--- config.mk ---
export PLATFORM = sky130hd
export DESIGN_NAME = ivt_timer
export DESIGN_NICKNAME = d
export VERILOG_FILES = /design/src/rtl/ivt_pkg.sv /design/src/rtl/ivt_prescaler.sv /design/src/rtl/ivt_channel.sv /design/src/rtl/ivt_timer.sv
export SDC_FILE = /design/constraint.sdc
export NUM_CORES = 1
export LEC_CHECK = 0
export ABC_AREA = 1
export ABC_CLOCK_PERIOD_IN_PS = 4920
export BUFFER_PORTS_ARGS = -buffer_cell sky130_fd_sc_hd__buf_2
export CAP_MARGIN = 20
export CORE_MARGIN = 2
export CORE_UTILIZATION = 50
export DETAILED_ROUTE_END_ITERATION = 10
export HOLD_SLACK_MARGIN = 0.06
export PLACE_DENSITY_LB_ADDON = 0.15
export SLEW_MARGIN = 40
export SYNTH_ARGS = -nofsm -noshare
export SYNTH_HDL_FRONTEND = slang
export SYNTH_SLANG_ARGS = --single-unit
--- constraint.sdc ---
create_clock -name clk -period 4.92 [get_ports clk]
set_input_delay 0.984 -clock clk [delete_from_list [all_inputs] [get_ports clk]]
set_output_delay 0.984 -clock clk [all_outputs]
set_load 0.03 [all_outputs]
--- src/rtl/ivt_pkg.sv ---
package ivt_pkg;

    localparam int CNT_W  = 32;
    localparam int DATA_W = 32;
    localparam int SRC_W  = 2;
    localparam int NSRC   = 1 << SRC_W;
    localparam int PRES_W = 3;
    localparam int DIV_W  = (1 << PRES_W) - 1;

    localparam logic [3:0] OFF_CTRL = 4'h0;
    localparam logic [3:0] OFF_INTV = 4'h4;
    localparam logic [3:0] OFF_CNT  = 4'h8;
    localparam int         A_IE     = 'h00;
    localparam int         A_ST     = 'h04;

    typedef struct packed {
        logic              oneshot;
        logic [PRES_W-1:0] pres;
        logic [SRC_W-1:0]  src;
        logic              reload;
        logic              en;
    } ctrl_t;

    localparam int CTRL_W = $bits(ctrl_t);

    function automatic logic [DIV_W-1:0] div_mask(input logic [PRES_W-1:0] p);
        return DIV_W'((1 << p) - 1);
    endfunction

endpackage

--- src/rtl/ivt_prescaler.sv ---
module ivt_prescaler
    import ivt_pkg::*;
(
    input  logic              clk,
    input  logic              rst,
    input  logic              clr,
    input  logic              tick_in,
    input  logic [PRES_W-1:0] sel,
    output logic              tick_out
);
    logic [DIV_W-1:0] div_q;
    logic [DIV_W-1:0] mask;

    assign mask     = div_mask(sel);
    assign tick_out = tick_in && ((div_q & mask) == mask);

    always_ff @(posedge clk) begin
        if (rst || clr) begin
            div_q <= '0;
        end else if (tick_in) begin
            div_q <= div_q + 1'b1;
        end
    end
endmodule

--- src/rtl/ivt_channel.sv ---
module ivt_channel
    import ivt_pkg::*;
#(
    parameter int SYNC_TICKS = 2
) (
    input  logic             clk,
    input  logic             rst,
    input  logic [NSRC-1:0]  src_tick,
    input  logic             ctrl_we,
    input  ctrl_t            ctrl_wd,
    input  logic             intv_we,
    input  logic [CNT_W-1:0] intv_wd,
    output ctrl_t            ctrl_q,
    output logic [CNT_W-1:0] intv_q,
    output logic [CNT_W-1:0] cnt_q,
    output logic             expire
);
    localparam int SW = $clog2(SYNC_TICKS + 1);

    logic          run;
    logic [SW-1:0] sync_q;
    logic          src_t;
    logic          cnt_t;

    assign src_t  = src_tick[ctrl_q.src];
    assign expire = run && cnt_t && (cnt_q <= CNT_W'(1));

    ivt_prescaler u_pres (
        .clk      (clk),
        .rst      (rst),
        .clr      (!run),
        .tick_in  (src_t),
        .sel      (ctrl_q.pres),
        .tick_out (cnt_t)
    );

    always_ff @(posedge clk) begin
        if (rst) begin
            ctrl_q <= '0;
            intv_q <= '0;
            cnt_q  <= '0;
            run    <= 1'b0;
            sync_q <= '0;
        end else begin
            // enable crosses into the counter after SYNC_TICKS source ticks
            if (ctrl_q.en == run) begin
                sync_q <= '0;
            end else if (src_t) begin
                if (sync_q == SW'(SYNC_TICKS - 1)) begin
                    run    <= ctrl_q.en;
                    sync_q <= '0;
                end else begin
                    sync_q <= sync_q + 1'b1;
                end
            end
            // counting and expiry
            if (run && cnt_t) begin
                if (expire) begin
                    if (ctrl_q.oneshot) begin
                        cnt_q     <= '0;
                        ctrl_q.en <= 1'b0;
                        run       <= 1'b0;
                    end else begin
                        cnt_q <= intv_q;
                    end
                end else begin
                    cnt_q <= cnt_q - 1'b1;
                end
            end
            // bus writes take priority
            if (intv_we) begin
                intv_q <= intv_wd;
            end
            if (ctrl_we) begin
                ctrl_q        <= ctrl_wd;
                ctrl_q.reload <= 1'b0;
                if (ctrl_wd.reload) begin
                    cnt_q <= intv_q;
                end
            end
        end
    end
endmodule

--- src/rtl/ivt_timer.sv ---
module ivt_timer
    import ivt_pkg::*;
#(
    parameter int NCH        = 2,
    parameter int ADDR_W     = 8,
    parameter int SYNC_TICKS = 2
) (
    input  logic              clk,
    input  logic              rst,
    input  logic [NSRC-1:0]   src_tick,
    input  logic              bus_we,
    input  logic [ADDR_W-1:0] bus_addr,
    input  logic [DATA_W-1:0] bus_wdata,
    output logic [DATA_W-1:0] bus_rdata,
    output logic              irq
);
    localparam int CS_W = ADDR_W - 4;

    logic [CS_W-1:0]            chsel;
    logic [3:0]                 off;
    logic [NCH-1:0]             ie;
    logic [NCH-1:0]             status;
    logic [NCH-1:0]             expire_v;
    logic [NCH-1:0]             ctrl_we_v;
    logic [NCH-1:0]             intv_we_v;
    ctrl_t                      ctrl_a [NCH];
    logic [NCH-1:0][CNT_W-1:0]  intv_a;
    logic [NCH-1:0][CNT_W-1:0]  cnt_a;
    logic [NCH-1:0]             st_clr;

    assign chsel = bus_addr[ADDR_W-1:4];
    assign off   = bus_addr[3:0];

    for (genvar g = 0; g < NCH; g++) begin : g_ch
        logic hit;
        assign hit          = bus_we && (chsel == CS_W'(g + 1));
        assign ctrl_we_v[g] = hit && (off == OFF_CTRL);
        assign intv_we_v[g] = hit && (off == OFF_INTV);

        ivt_channel #(.SYNC_TICKS(SYNC_TICKS)) u_ch (
            .clk      (clk),
            .rst      (rst),
            .src_tick (src_tick),
            .ctrl_we  (ctrl_we_v[g]),
            .ctrl_wd  (ctrl_t'(bus_wdata[CTRL_W-1:0])),
            .intv_we  (intv_we_v[g]),
            .intv_wd  (bus_wdata[CNT_W-1:0]),
            .ctrl_q   (ctrl_a[g]),
            .intv_q   (intv_a[g]),
            .cnt_q    (cnt_a[g]),
            .expire   (expire_v[g])
        );
    end

    assign st_clr = (bus_we && bus_addr == ADDR_W'(A_ST)) ? bus_wdata[NCH-1:0] : '0;

    always_ff @(posedge clk) begin
        if (rst) begin
            ie     <= '0;
            status <= '0;
        end else begin
            if (bus_we && bus_addr == ADDR_W'(A_IE)) begin
                ie <= bus_wdata[NCH-1:0];
            end
            status <= (status & ~st_clr) | expire_v;
        end
    end

    assign irq = |(status & ie);

    always_comb begin
        bus_rdata = '0;
        if (bus_addr == ADDR_W'(A_IE)) begin
            bus_rdata = DATA_W'(ie);
        end else if (bus_addr == ADDR_W'(A_ST)) begin
            bus_rdata = DATA_W'(status);
        end
        for (int i = 0; i < NCH; i++) begin
            if (chsel == CS_W'(i + 1)) begin
                case (off)
                    OFF_CTRL: bus_rdata = {{(DATA_W-CTRL_W){1'b0}}, ctrl_a[i]};
                    OFF_INTV: bus_rdata = intv_a[i];
                    OFF_CNT:  bus_rdata = cnt_a[i];
                    default:  bus_rdata = '0;
                endcase
            end
        end
    end
endmodule

* Yosys cells after proc, flatten, opt, wreduce, memory -nomap -nowiden *
Index checks and enable logic that the tools add are counted.
Widths: inputs -> output; s select.

storage, ports and cells
  flip-flop bits (word level) = 166
  input port bits = 47
  output and inout port bits = 33
  word-level logic and storage cells = 125

cells by class
  $add $sub $neg = 8
  order comparisons = 4
  equality and inequality tests = 11
  shift operators = 2
  muxes and demuxes = 43
  bitwise gates (word level) = 6
  reduce and logical (&&, ||, !) cells = 31

operator list
  kind                   count
  $mux 32                12
  $pmux 32 s3            2
  $le 32x1->1 const B    2
  $sub 32x1->32 const B  2
  $mux 1                 22
  $add 7x1->7 const B    2
  $and 7x7->7            2
  $eq 7x7->1             2
  $logic_and 1x1->1      14
  $shl 1x3->7 const A    2
  $sub 7x2->7 const B    2
  $reduce_bool 2->1      6
  $mux 2                 5
  $eq 8x3->1 const B     1
  $logic_not 8->1        1
  $lt 2x3->1 const B     2
  $reduce_and 3->1       2
  $reduce_or 2->1        3
  $add 2x1->2 const B    2
  $and 2x2->2            2
  $bmux 1 s2             2
  $eq 2x1->1 const B     2
  $eq 4x1->1 const B     1
  $eq 4x2->1 const B     1
  8 further kinds        11

* Depth between registers and ports, before layout *
Gate-level depths: netlist (run 1).

  depth after elaboration = 11
  depth in mapped cells = 16
  mapped depth without buffers = 14

* Cells and area by module *
Synthesis (run 1) repeated with hierarchy kept, for this count alone.

second synthesis, totals
  cell total of the unflattened synthesis = 1945
  area, all modules = 11178.2 um^2

modules (own cells, without submodules)
  module         instances  cells each  area an instance (um^2)  sequential area each (um^2)
  ivt_channel    2          726         4429.2                   1481.4
  ivt_timer      1          381         1576.5                   80.1
  ivt_prescaler  2          56          371.6                    140.1

* Worst setup path before layout (run 1) *
Ideal clock, no wire load.

  kind = input -> output
  start point = in bus_addr[1]
  end point = out bus_rdata[7]
  arrival = 2.363 ns
  required time = 3.936 ns
  slack = 1.573 ns
  stages on the path = 8
  path buffers = 1
  cell sequence = nor2_4 -> nand2_1 -> nor2_1 -> inv_1 -> clkbuf_1 -> o21ai_0 -> a21oi_1 -> o22ai_1

on the way
  word-level cells in the longest chain between the ends = 4
  elaborated cells on any way between the ends = 7
  classes of those cells = 2 x eq/ne; 4 x mux; 1 x reduce/logical

ends and longest elaborated chain
  what                                      line             source
  start: declaration                        ivt_timer.sv:12  input logic [ADDR_W-1:0] bus_addr,
  $eq 4x4->1, or another cell as far along  ivt_timer.sv:80  case (off)
  $pmux 32 s3                               ivt_timer.sv:80
  $mux 32                                   ivt_timer.sv:79  if (chsel == CS_W'(i + 1)) begin
  $mux 32 *                                 ivt_timer.sv:79
  end: declaration                          ivt_timer.sv:14  output logic [DATA_W-1:0] bus_rdata,

Every way passes the cells marked *; elsewhere a longest branch is shown, timed or not.

* Worst setup path after layout (run 1) *
  start point = in bus_addr[3]
  end point = out bus_rdata[26]

Same word-level chain as after synthesis.

==> run_results.csv, run 1 <==
group,metric,value,unit
drt,wl_per_cell,18.1,microns
drt,firstDrtPassIters,6,
yosys,ys_ff_latch,166,
place,place_congestion,0.979,
yosys,ys_seq_area_frac,0.306,
die,core_region_area,21200,sq um
sta,setup_viol,0,
clock_tree,cts_sinks,166,
place,dp.cells,2021,
clock_tree,clk_pin_slew,0.08,ns
yosys,synth_top_area_frac,0.306,
yosys,synthFlopType,"dfxtp_1",
clock_tree,cts.path.max_buffers,2,
sta,slew_headroom,0.461,
pwr,peakVddDrop,214,uV
sta,worst_slack,0.925,ns
yosys,synth_common_cells,"332 x nand2_1, 222 x nor2_1, 212 x o21ai_0",
yosys,synth_warnings,0,
grt,grt_pass1_wl,58200,microns
worst_setup_path,critPathRequiredTime,3.94,ns
final_layout,syn_to_final_growth,9.37,%
clock_tree,post_cts_resized,0,
yosys,synthesis.nets,1792,
grt,grt_max_degree,105,
final_layout,fin_nets,1819,
drt,drtAntennaViolNets,0,
grt,grtUsageTotal,0.330,
clock_tree,holdBufCountCts,0,
place,dp_hpwl,27100,microns
sta,whs,0.461,ns
yosys,synth-edff-count,0,
drt,drt_iter0_markers,1275,
clock_tree,clk_latency,0.45,ns
final_layout,drive_above_1_share,0.124,
die,ioPinCount,80,
yosys,ys_types,44,
clock_tree,numCtsBuffers,17,
sta,skew,0.0156,ns
min_path,hp-class,"reg -> reg",
die,rows,53,
pwr,p_per_area,241,nW/um^2
pwr,p_leak,5.21,nW
die,die_x,151,microns
sta,max_freq,250,MHz
grt,globalRouteOverflowTotal,0,
status,status,"finished, final reports clean",
worst_setup_path,path_class,"in -> out",
drt,drc,0,
worst_setup_path,cp-end-kind,"primary output",
place,place_area,11300,sq um
yosys,syn_inst,1738,
yosys,ys_top_cells_by_area,"dfxtp_1 31%, nand2_1 11%, o21ai_0 9.8%",
yosys,netlist_area,10900,sq um
worst_setup_path,ff2ff_setup_slack,2.39,ns
sta,hold_viol_final,0,
pwr,p_total,2.87,mW
sta,maxSlewViolCount,0,
clock_tree,htree_levels,4,
drt,via_count,11700,
clock_tree,cts_tree,"built",
worst_setup_path,cp-start-kind,"input pin",
drt,viasPerCell,5.71,
run,maxCapViolations,0,
die,dieArea,22900,sq um
yosys,syn_avg_cell_area,6.25,sq um
sta,tightest_slew,0.806,ns
sta,grt_setup_unrepaired,"false",
final_layout,instances_no_fill,2054,
yosys,yosysTopAreaCell,"dfxtp_1",
sta,finalCritPeriodShare,0.812,
place,io_buffers,79,
grt,antenna_found_initial,0,
yosys,async_reset_ff_frac,0,
final_layout,post-route-util,0.562,
die,die_h,151,microns
die,start_util,0.514,
sta,fin_setup_tns,0,ns
final_layout,final_area,11900,sq um
place,pre_cts_ws,0.964,ns
worst_setup_path,cp_max_fo,28,
grt,grt_pass1_vias,10600,
clock_tree,cts_setup_buffers,0,
worst_setup_path,cp.arrival,3.01,ns
yosys,yosysMostFrequentCell,"nand2_1",
clock_tree,root_buffer,"clkbuf_16",
drt,finalWirelength,37100,microns
sta,period_minus_slack,4.00,ns
final_layout,fillers,2162,
## cell type report
type                            instances  area (sq um)  share of cell area
Multi-Input combinational cell       1297          6420               0.540
Sequential cell                       166          3320               0.280
Inverter                              192           726              0.0610
Timing Repair Buffer                   91           489              0.0411
Clock buffer                           17           425              0.0358
Tap cell                              275           344              0.0289
Clock inverter                         15           154              0.0129
Antenna cell                            1          2.50            0.000210
## cells by family after synthesis
kind of cell	count (synthesis)	synth area share
flops	166	0.306
simple gates	760	0.311
buf+inv	275	0.104
compound gates	505	0.251
xor+xnor	25	0.0201
fa+ha+maj	7	0.00806
## critical path, stage by stage
cell      delay, ns
buf_2          0.08
inv_1          0.07
nand3_2        0.08
buf_4          0.31
clkinv_1       0.46
buf_4          0.39
nand2_1        0.08
o21ai_0        0.08
a32o_1         0.27
buf_2          0.19
## power breakdown
part / leakage [nW] / switching [mW] / internal, mW
clock network: 0.287 / 0.671 / 0.680
logic: 3.59 / 0.122 / 0.0471
registers: 1.34 / 0.00269 / 1.34
total: 5.21 / 0.796 / 2.07
## path summary, 6_finish.rpt
check                                                  start                      endpoint  depth (start not counted)
worst max-delay path                             bus_addr[3]                 bus_rdata[26]                         10
worst min-delay path            g_ch[0].u_ch.u_pres.div_q[6]  g_ch[0].u_ch.u_pres.div_q[6]                          1
worst max register to register        g_ch[1].u_ch.ctrl_q[5]        g_ch[1].u_ch.ctrl_q[0]                         12
worst min register to register  g_ch[0].u_ch.u_pres.div_q[6]  g_ch[0].u_ch.u_pres.div_q[6]                          1
## layout by cell type (no fill, tap or decap), drive strengths merged
cell    count
nand2     354
nor2      251
o21ai     246
inv       197
a21oi     192
dfxtp     166
nand3     121
buf        91
o22ai      32
xor2       25
a22o       23
clkbuf     17
nor3       16
nand4      11
clkinv     10
ha          7
a31oi       4
nor3b       3
nor4        3
a221oi      2
o211ai      2
o221ai      2
diode       1
a32o        1
and2        1
o31ai       1
## metal layers
| layer | GRT usage | share of wire | vias to the layer above |
|---|---|---|---|
| li1 | - | - | 5815 |
| met1 | 0.461 | 0.45 | 5397 |
| met2 | 0.519 | 0.46 | 464 |
| met3 | 0.0554 | 0.072 | 51 |
| met4 | 0.101 | 0.019 | 0 |
| met5 | 0 | 0 | - |
## registers in the layout (all words and copies together), names as in the netlist
signal and count:
ie 2, g_ch.u_ch.intv_q 64, g_ch.u_ch.u_pres.div_q 14, status 2, g_ch.u_ch.run 2, g_ch.u_ch.cnt_q 64, g_ch.u_ch.ctrl_q 14, g_ch.u_ch.sync_q 4
Power figures use the tool's default switching activity.
==> run 2, diff against run 1 <==
Settings changed: ABC_AREA 1 to 0, ABC_CLOCK_PERIOD_IN_PS 4920 to 3800.
Clock period 4.92 ns to 3.8 ns, I/O delays scaled along.
==> run 2 against run 1 <==
  * Cell count is 25% lower
  * Via count is 13% lower
  * Non-clock buffer count is 27 higher
  * Register-to-register slack worse by 1.6 ns
  * Core utilization is 0.91 points higher
==> run_results.csv, run 2 <==
group,metric,value,unit
status,status,"finished, final reports clean",
clock_tree,root_buffer,"clkbuf_16",
drt,finalWirelength,32700,microns
drt,firstDrtPassIters,6,
worst_setup_path,cp-end-kind,"primary output",
place,dp_hpwl,22800,microns
sta,hold_viol_final,0,
place,place_congestion,0.952,
die,core_region_area,18800,sq um
final_layout,fillers,1794,
yosys,yosysMostFrequentCell,"nand2_1",
clock_tree,clk_pin_slew,0.07,ns
yosys,synthMuxAreaShare,0.0141,
grt,grtUsageTotal,0.321,
worst_setup_path,cp-start-kind,"input pin",
worst_setup_path,critPathRequiredTime,3.04,ns
die,dieArea,20400,sq um
die,start_util,0.512,
final_layout,layout_common_cells,"222 x nand2_1, 166 x dfxtp_1, 124 x a21oi_1",
yosys,synth_top_family_by_area,"simple AND/OR/NAND/NOR gates",
worst_setup_path,critPathBufInv,4,
worst_setup_path,cpPeakStageDelay,0.36,ns
worst_setup_path,critical-path-top-delay-family,"buffers and inverters",
final_layout,final_common_cell,"nand2_1",
yosys,yosysTopAreaCell,"dfxtp_1",
die,die_h,143,microns
yosys,synth_warnings,0,
drt,viasPerCell,6.58,
sta,grt_setup_unrepaired,"false",
yosys,synth-adder-area-share,0.00911,
yosys,synth-edff-count,0,
yosys,syn_avg_cell_area,7.58,sq um
die,ioPinCount,80,
final_layout,instances_no_fill,1547,
yosys,synth_common_cells,"222 x nand2_1, 166 x dfxtp_1, 124 x a21oi_1",
pwr,p_total,3.68,mW
drt,drtAntennaViolNets,0,
sta,tightest_slew,0.781,ns
final_layout,post-route-util,0.571,
grt,grt_max_degree,72,
yosys,netlist_area,9620,sq um
yosys,synthFlopType,"dfxtp_1",
grt,grt_pass1_wl,51400,microns
yosys,synth_compound_area_frac,0.261,
yosys,synth_top_area_frac,0.346,
yosys,async_reset_ff_frac,0,
worst_setup_path,crit_slowest_cell,"nand2_1",
worst_setup_path,cp.arrival,2.48,ns
clock_tree,cts_setup_buffers,0,
yosys,synth_xor_area_frac,0.0337,
worst_setup_path,path_class,"in -> out",
sta,max_freq,309,MHz
final_layout,syn_to_final_growth,11.5,%
sta,setup_viol,0,
final_layout,reg_top3,"g_ch.u_ch.cnt_q (64), g_ch.u_ch.intv_q (64)",
place,io_buffers,79,
die,die_x,143,microns
final_layout,antennaDiodeCount,0,
final_layout,drive_above_1_share,0.142,
clock_tree,post_cts_resized,0,
sta,slew_headroom,0.479,
drt,wl_per_cell,21.2,microns
grt,antenna_found_initial,0,
clock_tree,holdBufCountCts,0,
clock_tree,clk_latency,0.44,ns
clock_tree,numCtsBuffers,17,
clock_tree,cts_tree,"built",
worst_setup_path,worstPathCellList,"buf_2 > nor4b_1 > buf_4 > nand2_1 > buf_4 > o22ai_1 > buf_2",
pwr,peakVddDrop,291,uV
drt,drc,0,
pwr,p_per_area,343,nW/um^2
yosys,ys_seq_area_frac,0.346,
clock_tree,cts.path.max_buffers,2,
yosys,synthesis.nets,1323,
run,maxCapViolations,0,
final_layout,fin_nets,1354,
yosys,syn_inst,1269,
yosys,ys_top_cells_by_area,"dfxtp_1 35%, nand2_1 8.7%, a21oi_1 6.5%",
place,dp.cells,1515,
sta,skew,0.00924,ns
drt,drt_iter0_markers,1063,
sta,finalCritPeriodShare,0.852,
min_path,hp-class,"reg -> reg",
worst_setup_path,cp_max_fo,17,
grt,globalRouteOverflowTotal,0,
grt,grt_pass1_vias,9072,
sta,whs,0.474,ns
sta,maxSlewViolCount,0,
die,rows,50,
clock_tree,htree_levels,4,
clock_tree,cts_sinks,166,
yosys,ys_types,78,
sta,period_minus_slack,3.24,ns
drt,via_count,10200,
yosys,ys_ff_latch,166,
yosys,synthSimpleGateAreaFrac,0.277,
pwr,p_leak,3.81,nW
sta,fin_setup_tns,0,ns
## run 2: layout make-up
class                      instances  area (sq um)  area share
clock buffer                      17           425      0.0397
timing repair buffer             118           716      0.0668
inverter                          17          63.8     0.00595
clock inverter                    15           168      0.0156
sequential                       166          3320       0.310
tap                              234           293      0.0273
multi-input combinational        980          5730       0.535
## run 2: worst min-delay path: stages, from the launching register on
cell and delay, ns:
dfxtp_1 0.32, nand2_1 0.05, a21oi_1 0.05
## run 2: power by group
group / internal (mW) / leakage [nW] / switching, mW
Sequential: 1.74 / 1.34 / 0.00198
Clock: 0.985 / 0.291 / 0.792
Combinational: 0.0477 / 2.18 / 0.110
## run 2: per-layer routing
metal	global-route usage	share of wire	wire, microns
met2	0.498	0.45	14700
met1	0.453	0.44	14500
met5	0	0	0
met3	0.0543	0.083	2710
met4	0.103	0.027	885
## run 2: metrics by stage
stage,worst slack [ns],area (sq um)
finish,0.562,10700
global route,0.463,10700
CTS,0.606,10700
detailed placement,0.630,10100
global placement,0.635,10100
floorplan,0.483,9620
## run 2: path summary, 6_finish.rpt
path              slack (ns)                     from                      end  cells after the start
setup / recovery        0.56              bus_addr[4]            bus_rdata[29]                      7
hold / removal          0.47  g_ch[1].u_ch.intv_q[22]  g_ch[1].u_ch.intv_q[22]                      2
setup reg to reg        0.84   g_ch[0].u_ch.cnt_q[26]   g_ch[0].u_ch.cnt_q[23]                      5
hold reg to reg         0.47  g_ch[1].u_ch.intv_q[22]  g_ch[1].u_ch.intv_q[22]                      2
## run 2: cell families (layout without fill, tap and decap cells)
| logic type | after synthesis | in the layout |
|---|---|---|
| AO/OA/AOI/OAI | 385 | 385 |
| XOR/XNOR | 37 | 37 |
| adder cells (fa/ha/maj) | 7 | 7 |
| buffers and inverters | 123 | 167 |
| flip-flops | 166 | 166 |
| multiplexers | 11 | 11 |
| AND/OR/NAND/NOR | 540 | 540 |
